`config.mk`:
```
export PLATFORM = sky130hd
export DESIGN_NAME = ioctl_xfer_top
export DESIGN_NICKNAME = d
export VERILOG_FILES = /design/src/rtl/ioctl_pkg.sv /design/src/rtl/ioctl_in_path.sv /design/src/rtl/ioctl_out_pipe.sv /design/src/rtl/ioctl_wr_capture.sv /design/src/rtl/ioctl_xfer_top.sv
export SDC_FILE = /design/constraint.sdc
export NUM_CORES = 1
export LEC_CHECK = 0
export ABC_AREA = 1
export BUFFER_PORTS_ARGS = -buffer_cell sky130_fd_sc_hd__buf_2
export CAP_MARGIN = 30
export CORE_MARGIN = 3
export CORE_UTILIZATION = 30
export CTS_CLUSTER_DIAMETER = 100
export CTS_CLUSTER_SIZE = 20
export DETAILED_ROUTE_END_ITERATION = 16
export PLACE_DENSITY = 0.5
export SYNTH_ARGS = -nofsm -noshare
export SYNTH_HDL_FRONTEND = slang
export SYNTH_SLANG_ARGS = --single-unit
```
`constraint.sdc`:
```
create_clock -name clk -period 3 [get_ports clk]
set_input_delay 0.3 -clock clk [delete_from_list [all_inputs] [get_ports clk]]
set_output_delay 0.3 -clock clk [all_outputs]
set_load 0.005 [all_outputs]
```
`src/rtl/ioctl_pkg.sv`:
```
package ioctl_pkg;
  localparam int TASK_W = 4;
  localparam int REG_W  = 4;
  localparam int DATA_W = 16;
  localparam int ADDR_W = TASK_W + REG_W;
  localparam int NREGS  = 1 << REG_W;

  typedef struct packed {
    logic [TASK_W-1:0] task_no;
    logic [REG_W-1:0]  reg_no;
  } io_addr_t;

  // register numbers with a fixed meaning
  localparam logic [REG_W-1:0] REG_ID_CTL = '0;
  localparam logic [REG_W-1:0] REG_STATUS = REG_W'(1);
  localparam logic [REG_W-1:0] REG_LAST   = REG_W'(2);

  // parity bit that makes data plus bit hold an odd count of ones
  function automatic logic odd_par(input logic [DATA_W-1:0] d);
    return ~(^d);
  endfunction

  // true when data plus parity hold an odd count of ones
  function automatic logic par_good(input logic [DATA_W-1:0] d, input logic p);
    return ^{d, p};
  endfunction
endpackage

```
`src/rtl/ioctl_in_path.sv`:
```
module ioctl_in_path
  import ioctl_pkg::*;
#(
  parameter logic [DATA_W-1:0] DEV_ID = 16'hB7C3
) (
  input  logic                  clk,
  input  logic                  rst_n,
  input  logic                  run,
  input  logic [TASK_W-1:0]     ctl_task,
  input  logic [ADDR_W-1:0]     addr,
  input  logic                  in_valid,
  input  logic [DATA_W-1:0]     status_word,
  input  logic [DATA_W-1:0]     last_data,
  output logic [DATA_W-1:0]     rd_data,
  output logic                  rd_par,
  output logic                  rd_oe
);
  io_addr_t          sel;
  logic              rd_hit;
  logic [DATA_W-1:0] rd_mux;

  always_comb begin
    sel    = io_addr_t'(addr);
    rd_hit = in_valid && (sel.task_no == ctl_task);
    case (sel.reg_no)
      REG_ID_CTL: rd_mux = DEV_ID;
      REG_STATUS: rd_mux = status_word;
      REG_LAST:   rd_mux = last_data;
      default:    rd_mux = '0;
    endcase
  end

  always_ff @(posedge clk or negedge rst_n) begin
    if (!rst_n) begin
      rd_oe   <= 1'b0;
      rd_data <= '0;
      rd_par  <= 1'b1;
    end else if (!run) begin
      rd_oe   <= 1'b0;
    end else begin
      rd_oe <= rd_hit;
      if (rd_hit) begin
        rd_data <= rd_mux;
        rd_par  <= odd_par(rd_mux);
      end
    end
  end

  // read data only in the cycle after a matching input strobe
  assert_rd_after_valid_R1: assert property (@(posedge clk) disable iff (!rst_n)
    rd_oe |-> $past(in_valid && run && (addr[ADDR_W-1:REG_W] == ctl_task)));

  // data and parity leave together with odd weight
  assert_rd_parity_R1: assert property (@(posedge clk) disable iff (!rst_n)
    rd_oe |-> par_good(rd_data, rd_par));
endmodule

```
`src/rtl/ioctl_out_pipe.sv`:
```
module ioctl_out_pipe
  import ioctl_pkg::*;
(
  input  logic              clk,
  input  logic              rst_n,
  input  logic              run,
  input  logic [TASK_W-1:0] ctl_task,
  input  logic [ADDR_W-1:0] addr,
  input  logic              adv_pipe,
  input  logic              xport_start,
  output logic [REG_W-1:0]  s3_reg,
  output logic              s3_hit
);
  io_addr_t s2_addr, s3_addr;
  logic     s2_valid, s3_valid;

  always_ff @(posedge clk or negedge rst_n) begin
    if (!rst_n) begin
      s2_addr  <= '0;
      s3_addr  <= '0;
      s2_valid <= 1'b0;
      s3_valid <= 1'b0;
    end else if (!run) begin
      s2_valid <= 1'b0;
      s3_valid <= 1'b0;
    end else begin
      if (adv_pipe) begin
        s2_addr  <= io_addr_t'(addr);
        s2_valid <= 1'b1;
      end
      if (xport_start) begin
        s3_addr  <= s2_addr;
        s3_valid <= s2_valid;
      end
    end
  end

  always_comb begin
    s3_reg = s3_addr.reg_no;
    s3_hit = s3_valid && (s3_addr.task_no == ctl_task);
  end

  // second stage holds what the lines carried at the advance strobe
  assert_s2_capture_R3: assert property (@(posedge clk) disable iff (!rst_n)
    $past(adv_pipe && run) |-> (s2_addr == $past(addr)));

  // third stage takes the previous second-stage value on transport start
  assert_s3_from_s2_R4: assert property (@(posedge clk) disable iff (!rst_n)
    $past(xport_start && run) |-> (s3_addr == $past(s2_addr)));

  // third stage holds without a transport start
  assert_s3_hold_R4: assert property (@(posedge clk) disable iff (!rst_n)
    $past(!xport_start && run) |-> ($stable(s3_addr) && $stable(s3_valid)));
endmodule

```
`src/rtl/ioctl_wr_capture.sv`:
```
module ioctl_wr_capture
  import ioctl_pkg::*;
(
  input  logic              clk,
  input  logic              rst_n,
  input  logic              run,
  input  logic              s3_hit,
  input  logic [REG_W-1:0]  s3_reg,
  input  logic              out_valid,
  input  logic [DATA_W-1:0] out_data,
  input  logic              out_fault,
  input  logic              out_par,
  input  logic              par_chk_en,
  input  logic              dev_wake,
  output logic [DATA_W-1:0] wr_data,
  output logic [REG_W-1:0]  wr_reg,
  output logic              wr_fault,
  output logic              wr_strobe,
  output logic              par_err,
  output logic              wake_en,
  output logic              wake_req
);
  logic accept, ctl_wr, soft_rst, par_pend, par_bad;

  always_comb begin
    accept   = out_valid && s3_hit;
    ctl_wr   = accept && (s3_reg == REG_ID_CTL);
    soft_rst = ctl_wr && (out_data == '0);
    par_bad  = par_pend && par_chk_en && !par_good(wr_data, out_par);
    wake_req = dev_wake && wake_en;
  end

  always_ff @(posedge clk or negedge rst_n) begin
    if (!rst_n) begin
      wr_data   <= '0;
      wr_reg    <= '0;
      wr_fault  <= 1'b0;
      wr_strobe <= 1'b0;
      par_pend  <= 1'b0;
      par_err   <= 1'b0;
      wake_en   <= 1'b0;
    end else if (!run) begin
      wr_fault  <= 1'b0;
      wr_strobe <= 1'b0;
      par_pend  <= 1'b0;
      par_err   <= 1'b0;
      wake_en   <= 1'b0;
    end else begin
      wr_strobe <= accept;
      par_pend  <= accept;
      if (accept) begin
        wr_data  <= out_data;
        wr_reg   <= s3_reg;
        wr_fault <= out_fault;
      end
      if (soft_rst) begin
        wake_en <= 1'b0;
        par_err <= 1'b0;
      end else begin
        if (ctl_wr)  wake_en <= out_data[0];
        if (par_bad) par_err <= 1'b1;
      end
    end
  end

  // a write pulse needs a matching third stage and output-valid
  assert_strobe_match_R5: assert property (@(posedge clk) disable iff (!rst_n)
    wr_strobe |-> $past(out_valid && s3_hit && run));

  // fault flag travels with its data
  assert_fault_kept_R6: assert property (@(posedge clk) disable iff (!rst_n)
    wr_strobe |-> (wr_fault == $past(out_fault)));

  // parity error only rises after a checked pending write
  assert_par_cause_R7: assert property (@(posedge clk) disable iff (!rst_n)
    $rose(par_err) |-> $past(par_pend && par_chk_en));

  // soft reset leaves wakeups disabled
  assert_soft_quiet_R8: assert property (@(posedge clk) disable iff (!rst_n)
    $past(soft_rst && run) |-> (!wake_en && !par_err));

  // run loss clears enable and error
  assert_run_quiet_R9: assert property (@(posedge clk) disable iff (!rst_n)
    $past(!run) |-> (!wake_en && !par_err && !wr_strobe));

  // no wakeup request without enable
  assert_wake_gate_R10: assert property (@(posedge clk) disable iff (!rst_n)
    wake_req |-> wake_en);
endmodule

```
`src/rtl/ioctl_xfer_top.sv`:
```
module ioctl_xfer_top
  import ioctl_pkg::*;
#(
  parameter logic [15:0] DEV_ID = 16'hB7C3
) (
  input  logic        clk,
  input  logic        rst_n,
  input  logic        run,
  input  logic [3:0]  ctl_task,
  input  logic [7:0]  addr,
  input  logic        in_valid,
  input  logic        adv_pipe,
  input  logic        xport_start,
  input  logic        out_valid,
  input  logic [15:0] out_data,
  input  logic        out_fault,
  input  logic        out_par,
  input  logic        par_chk_en,
  input  logic        dev_wake,
  output logic [15:0] rd_data,
  output logic        rd_par,
  output logic        rd_oe,
  output logic [15:0] wr_data,
  output logic [3:0]  wr_reg,
  output logic        wr_fault,
  output logic        wr_strobe,
  output logic        par_err,
  output logic        wake_en,
  output logic        wake_req
);
  logic [REG_W-1:0]  s3_reg;
  logic              s3_hit;
  logic [DATA_W-1:0] status_word;

  always_comb begin
    status_word    = '0;
    status_word[0] = wake_en;
    status_word[1] = par_err;
    status_word[2] = wr_fault;
  end

  ioctl_in_path #(.DEV_ID(DEV_ID)) u_in (
    .clk(clk), .rst_n(rst_n), .run(run), .ctl_task(ctl_task), .addr(addr),
    .in_valid(in_valid), .status_word(status_word), .last_data(wr_data),
    .rd_data(rd_data), .rd_par(rd_par), .rd_oe(rd_oe)
  );

  ioctl_out_pipe u_pipe (
    .clk(clk), .rst_n(rst_n), .run(run), .ctl_task(ctl_task), .addr(addr),
    .adv_pipe(adv_pipe), .xport_start(xport_start),
    .s3_reg(s3_reg), .s3_hit(s3_hit)
  );

  ioctl_wr_capture u_wr (
    .clk(clk), .rst_n(rst_n), .run(run), .s3_hit(s3_hit), .s3_reg(s3_reg),
    .out_valid(out_valid), .out_data(out_data), .out_fault(out_fault),
    .out_par(out_par), .par_chk_en(par_chk_en), .dev_wake(dev_wake),
    .wr_data(wr_data), .wr_reg(wr_reg), .wr_fault(wr_fault),
    .wr_strobe(wr_strobe), .par_err(par_err), .wake_en(wake_en),
    .wake_req(wake_req)
  );
endmodule

```
==> results of run 1 <==
## routing by layer
metal | share of wire | track usage
met5 | 0 | 0
met4 | 0.0070 | 0.0424
met3 | 0.063 | 0.0546
met2 | 0.46 | 0.250
met1 | 0.47 | 0.193
## placed cells by master (no fill, tap or decap), types with 2 or more instances in the layout
master and n:
nand2_1 125, nor2_2 5, nand3_2 3, inv_1 34
o31ai_1 4, clkbuf_8 12, xnor2_1 9, o21ai_0 42
buf_4 3, xor2_1 8, inv_2 9, buf_2 81
clkbuf_1 2, o22ai_1 2, nand3_1 22, mux2_2 8
dfrtp_1 59, a21oi_1 6, nand2_2 8, nand4_1 3
nor4_1 5, nor2_1 10
## metrics by stage
stage,util,instance area (um^2)
after detailed placement,0.367,3630
final,0.388,3840
after global routing,0.388,3840
after floorplan,-,3090
after global placement,0.367,3630
after CTS,0.388,3840
## cells in the mapped netlist, drive strengths merged
master and number:
nand2 134, mux2 8, dfstp 1, nor2 17, o21ai 42, o31ai 4
buf 4, clkbuf 6, a21oi 6, nor3b 1, or2 1, inv 43
nand4 3, xor2 8, nand3 25, dfrtp 59, nor4b 1, o22ai 2
nor4 5, a221oi 1, xnor2 9
## power by group
group          switching [uW]  internal (uW)  total (uW)
Combinational             426            328         755
Sequential                153            950        1100
Clock                     306            448         754
Total                     885           1730        2610
## final cells by class
type                    instances  area, um^2
fillers                      1070        6060
flip-flops and latches         60        1500
multi-input cells             267        1370
repair buffers                 85         438
clock buffers                  14         173
well taps                     133         166
inverters                      43         161
clock inverters                 1        30.0
## worst max path at each step
stage                     slack, ps  cells past startpoint                          start                           end
after floorplan                1630                      6  u_pipe.s3_addr[6]$_DFFE_PN0P_  u_wr.wr_data[10]$_DFFE_PN0P_
after global placement         1010                      7                    ctl_task[2]       u_in.rd_par$_DFFE_PN1P_
after detailed placement       1000                      7                    ctl_task[2]       u_in.rd_par$_DFFE_PN1P_
after CTS                      1130                      7  u_pipe.s3_addr[6]$_DFFE_PN0P_   u_wr.wr_data[8]$_DFFE_PN0P_
after global routing            890                      9  u_pipe.s3_addr[4]$_DFFE_PN0P_   u_wr.wr_data[8]$_DFFE_PN0P_
final                          1130                      7  u_pipe.s3_addr[6]$_DFFE_PN0P_   u_wr.wr_data[8]$_DFFE_PN0P_
## worst max-delay path, delay by kind of cell, from the launching register on
family / cells / cell delay, ps
xor+xnor: 1 / 150
flops: 1 / 390
simple gates: 3 / 590
buf+inv: 2 / 500
compound gates: 1 / 110
## kinds of logic after synthesis
kind of cell,after synthesis
AOI/OAI and AO/OA,55
xor gates and xnor gates,17
buffers and inverters,53
DFF,60
muxes,8
and+or+nand+nor,187
==> flow_summary.json, run 1 <==
{
  "status": "finished clean",
  "die_h_um": 107,
  "timing.final.crit_share": 0.624,
  "crit_path_max_incr_delay_ps": 390,
  "cts_resized": 0,
  "syn-mean-instance-area_um2": 8.12,
  "drc": 0,
  "htree_levels": 3,
  "cts_root_buf": "clkbuf_8",
  "hold_viol": 0,
  "cts.sinks": 60,
  "fmax_ghz": 0.534,
  "yosysUniqueCellTypes": 29,
  "drive_gt1_frac": 0.285,
  "critPathKind": "reg2reg",
  "period_needed_ps": 1870,
  "p_leak_uw": 0.00205,
  "fin_skew_ps": 10.2,
  "synth.area.mux_share": 0.0292,
  "path_clk_slew_ps": 70,
  "tns_ps": 0,
  "min_path_type": "in2reg",
  "grt_use_total": 0.154,
  "cap_viol_max_count": 0,
  "antenna_left": 0,
  "critPathCaptureType": "flip-flop",
  "dpl.cell_count": 587,
  "die_w_um": 107,
  "hold_path_end": "u_pipe.s3_valid$_DFFE_PN0P_",
  "worst_pin_slew_ps": 893,
  "viasPerCell": 4.52,
  "maxSlewHeadroom": 0.403,
  "hpwl_mm": 6.40,
  "ys_warn_count": 0,
  "drt_iter0_drc": 110,
  "gp_congestion": 0.790,
  "grt_pass1_vias": 2767,
  "synth_compound_area_frac": 0.0944,
  "fin_nets": 505,
  "crit_fanout": 22,
  "cts_buffers": 9,
  "synthAdderAreaFrac": 0,
  "clk_latency_ps": 340,
  "antenna_found_initial": 0,
  "yosys.area_share.simple": 0.273,
  "seq_area_frac_synth": 0.487,
  "crit_path_cell_trace": "xor2_1 > nor3b_1 > nand2_1 > buf_4 > nor2_2 > buf_4 > o21ai_0",
  "syn_nets": 419,
  "r2r-start": "u_pipe.s3_addr[6]$_DFFE_PN0P_",
  "cts_setup_buffers": 0,
  "die_area_mm2": 0.0115,
  "netlist_area_mm2": 0.00309,
  "setup_viol": 0,
  "min_path_cells": 2,
  "rsz0062_at_grt": "no",
  "fin_cells": 603,
  "coreArea_mm2": 0.00991,
  "cpMaxStageDelayCell": "dfrtp_1",
  "vias": 2726,
  "routed_wl_mm": 8.29,
  "arrival_ps": 2080,
  "yosys.area.top_type": "dfrtp_1",
  "synth-xor-area-share": 0.0482,
  "path_common_cell": "buf_4",
  "reg2reg_depth": 7,
  "grt_first_pass_wirelength_mm": 13.7,
  "worst_slack_ps": 1130,
  "postCtsHoldBufs": 1,
  "ys_ff_latch": 60,
  "peakVddDrop_mv": 0.202,
  "crit_required_ps": 3210,
  "cts_tree": "yes",
  "start_kind": "flip-flop",
  "initial_utilization": 0.311,
  "synth_area_leaders": "dfrtp_1, nand2_1, o21ai_0, inv_1, nand3_1",
  "post-synth-top-area-fraction": 0.478,
  "clk_path_buf_depth": 2,
  "pre_cts_ws_ps": 1000,
  "r2r-end": "u_wr.wr_data[8]$_DFFE_PN0P_",
  "power.total_uw": 2610,
  "slew_violations": 0,
  "min_from": "xport_start",
  "synth_top_family_by_area": "simple AND/OR/NAND/NOR gates",
  "holdWs_ps": 151,
  "regToRegSetupSlack_ps": 1130,
  "top_regs": "u_in.rd_data (16), u_wr.wr_data (16), u_pipe.s2_addr (8)",
  "placementRows": 36,
  "grt-ovfl-total": 0,
  "antennaDiodeCount": 0,
  "wire_per_inst_um": 13.8,
  "synthToLayoutAreaGrowth_pct": 24.6,
  "power_density_mw_per_mm2": 679,
  "grt_max_degree": 43,
  "io_pins": 82,
  "syn_inst": 380,
  "first_pass_iters": 4,
  "port_buffers": 81
}
Power figures use the tool's default switching activity.
==> run 2, diff against run 1 <==
ABC_AREA = 0   (was 1)
PLACE_DENSITY = 0.53   (was 0.5)
clock period = 1.7 ns   (was 3 ns; I/O delays follow)
==> run 2 against run 1 <==
Sequential power increased by 54%. Critical path depth down 1. Global-route usage decreased by 1.8 points. First-iteration DRC count down 52%. Sequential cell count unchanged. Synthesized cell count shrank 41%. Die area decreased by 13%. Sequential share of layout area grew 3.2 points. Highest routed layer unchanged.
==> flow_summary.json, run 2 <==
{
  "htree_levels": 3,
  "min_path_type": "in2reg",
  "wire_per_inst_um": 14.9,
  "path_clk_slew_ps": 70,
  "ys_ff_latch": 60,
  "synth_area_leaders": "dfrtp_1, mux2_2, nand2_1, xnor2_1, xor2_1",
  "cts_setup_buffers": 0,
  "synth_compound_area_frac": 0.0674,
  "synth.most_common_cell": "dfrtp_1",
  "io_pins": 82,
  "drc": 0,
  "timing.final.crit_share": 0.974,
  "synth.area.mux_share": 0.159,
  "power_density_mw_per_mm2": 1000,
  "post-synth-top-area-fraction": 0.552,
  "fmax_ghz": 0.604,
  "start_kind": "flip-flop",
  "synth_commonest_cells": "dfrtp_1, mux2_2, nand2_1",
  "grt-busiest-layer": "met2",
  "yosys.area.top_type": "dfrtp_1",
  "syn_inst": 223,
  "rsz0062_at_grt": "yes",
  "met1_usage": 0.187,
  "grt_first_pass_wirelength_mm": 10.4,
  "fin_skew_ps": 9.81,
  "placementRows": 33,
  "coreArea_mm2": 0.00842,
  "ys_warn_count": 0,
  "grt-ovfl-total": 0,
  "clk_latency_ps": 340,
  "synthToLayoutAreaGrowth_pct": 32.7,
  "die_h_um": 100,
  "critPathCaptureType": "flip-flop",
  "viasPerCell": 4.50,
  "synthAdderAreaFrac": 0,
  "yosys.area_share.simple": 0.0996,
  "grt_use_total": 0.136,
  "regArea_mm2": 0.00150,
  "routed_wl_mm": 6.49,
  "syn_nets": 262,
  "initial_utilization": 0.318,
  "fin_nets": 366,
  "setup_viol": 0,
  "p_leak_uw": 0.00185,
  "synth_ff_type": "dfrtp_1",
  "hold_viol": 0,
  "clk_path_buf_depth": 2,
  "cap_viol_max_count": 0,
  "crit_required_ps": 1920,
  "met2_usage": 0.199,
  "multi_input_comb_area_mm2": 0.00113,
  "synth_top_family_by_area": "multiplexers",
  "fin_util": 0.422,
  "use_met3": 0.0389,
  "cts_root_buf": "clkbuf_8",
  "peakVddDrop_mv": 0.344,
  "port_buffers": 81,
  "status": "finished clean",
  "arrival_ps": 1880,
  "grt_pass1_vias": 2000,
  "synth-xor-area-share": 0.0931,
  "grt_max_degree": 61,
  "fillCellCount": 873,
  "hpwl_mm": 4.97,
  "die_area_mm2": 0.0101,
  "critPathKind": "reg2reg",
  "drive_gt1_frac": 0.470,
  "cts.sinks": 60,
  "final_cell_mix": "buf_2, dfrtp_1, mux2_2, nand2_1, buf_4",
  "antenna_left": 0,
  "first_pass_iters": 4,
  "fin_area_mm2": 0.00355,
  "seq_area_frac_synth": 0.562,
  "antennaDiodeCount": 0,
  "placed_area_mm2": 0.00336,
  "syn-mean-instance-area_um2": 12.0,
  "antenna_found_initial": 0,
  "netlist_area_mm2": 0.00268,
  "worst_pin_slew_ps": 440,
  "maxSlewHeadroom": 0.706,
  "cts_tree": "yes",
  "async_reset_ff_frac": 1.00,
  "gp_congestion": 0.794,
  "drt_iter0_drc": 53,
  "yosysUniqueCellTypes": 30,
  "crit_fanout": 2,
  "synth_edf_count": 0,
  "final_common_cell": "buf_2",
  "slew_violations": 0,
  "vias": 1965,
  "top_regs": "u_in.rd_data (16), u_wr.wr_data (16), u_pipe.s2_addr (8)",
  "period_needed_ps": 1660,
  "cts_buffers": 9,
  "die_w_um": 100
}
-- run 2: changes by cell type in the layout (fill, tap and decap cells not counted), moves of 4 or more --
cell | previous run | this run
buf_4 | 3 | 16
clkinv_2 | 0 | 4
inv_1 | 34 | 5
inv_2 | 9 | 0
mux2_2 | 8 | 35
nand2_1 | 125 | 29
nand2_2 | 8 | 0
nand3_1 | 22 | 1
nor2_2 | 5 | 0
nor2b_1 | 0 | 5
o21ai_0 | 42 | 8
o31ai_1 | 4 | 9
xor2_1 | 8 | 12
-- run 2: cell type report --
| cell class | count | area share |
|---|---|---|
| Sequential cell | 60 | 0.423 |
| Timing Repair Buffer | 101 | 0.168 |
| Clock buffer | 9 | 0.0349 |
| Tap cell | 105 | 0.0370 |
| Inverter | 5 | 0.00529 |
| Clock inverter | 7 | 0.0123 |
| Multi-Input combinational cell | 150 | 0.320 |
-- run 2: what timing repair did --
item / 4_1_cts / 5_1_grt
resized for setup: 0 / 2
endpoints found under the hold margin: 59 / 0
setup endpoints to repair: 0 / 2
hold buffers: 1 / 0
-- run 2: cells by family (layout without fill, tap and decap cells) --
| kind of cell | Yosys count | count (layout) |
|---|---|---|
| simple gates | 58 | 58 |
| buf+inv | 13 | 122 |
| flops | 60 | 60 |
| compound gates | 28 | 28 |
| mux | 38 | 38 |
| xor+xnor | 26 | 26 |
-- run 2: metal layers --
metal	part of all wire	vias up
met5	0	-
met4	0.013	0
met3	0.049	6
met2	0.46	45
met1	0.48	931
li1	-	983
-- run 2: power by group --
part,total [uW],switching (uW),leakage [uW],internal [uW]
Combinational,780,332,0.000966,448
Clock,1080,565,0.0000848,519
Sequential,1690,102,0.000795,1590
-- run 2: worst paths after layout --
path / cells past startpoint / slack, ps / startpoint / end
setup / recovery: 6 / 40 / u_wr.wr_data[15]$_DFFE_PN0P_ / u_wr.par_err$_DFFE_PN0P_
hold / removal: 2 / 70 / adv_pipe / u_pipe.s2_valid$_DFFE_PN0P_
setup reg to reg: 6 / 40 / u_wr.wr_data[15]$_DFFE_PN0P_ / u_wr.par_err$_DFFE_PN0P_
hold reg to reg: 2 / 470 / u_in.rd_data[13]$_DFFE_PN0P_ / u_in.rd_data[13]$_DFFE_PN0P_
max in group asynchronous: 3 / 1010 / rst_n / u_in.rd_par$_DFFE_PN1P_
min in group asynchronous: 3 / 370 / rst_n / u_pipe.s2_addr[5]$_DFFE_PN0P_
-- run 2: stage by stage --
step	total power, uW	setup TNS [ps]	instances	setup slack (ps)	hold slack, ps
floorplan	2180	0	223	63.4	-126
global placement	2490	0	420	33.1	204
detailed placement	2500	0	420	27.8	203
CTS	3600	0	437	13.8	57.8
global route	3770	-140	437	-89.2	64.5
finish	3560	0	437	44.7	67.1
-- run 2: worst max-delay path, stage by stage, from the launching register on --
cell,delay [ps]
dfrtp_1,410
xnor2_2,150
xnor2_1,140
xnor2_1,250
xnor3_1,430
a31oi_1,130
nor2_1,50
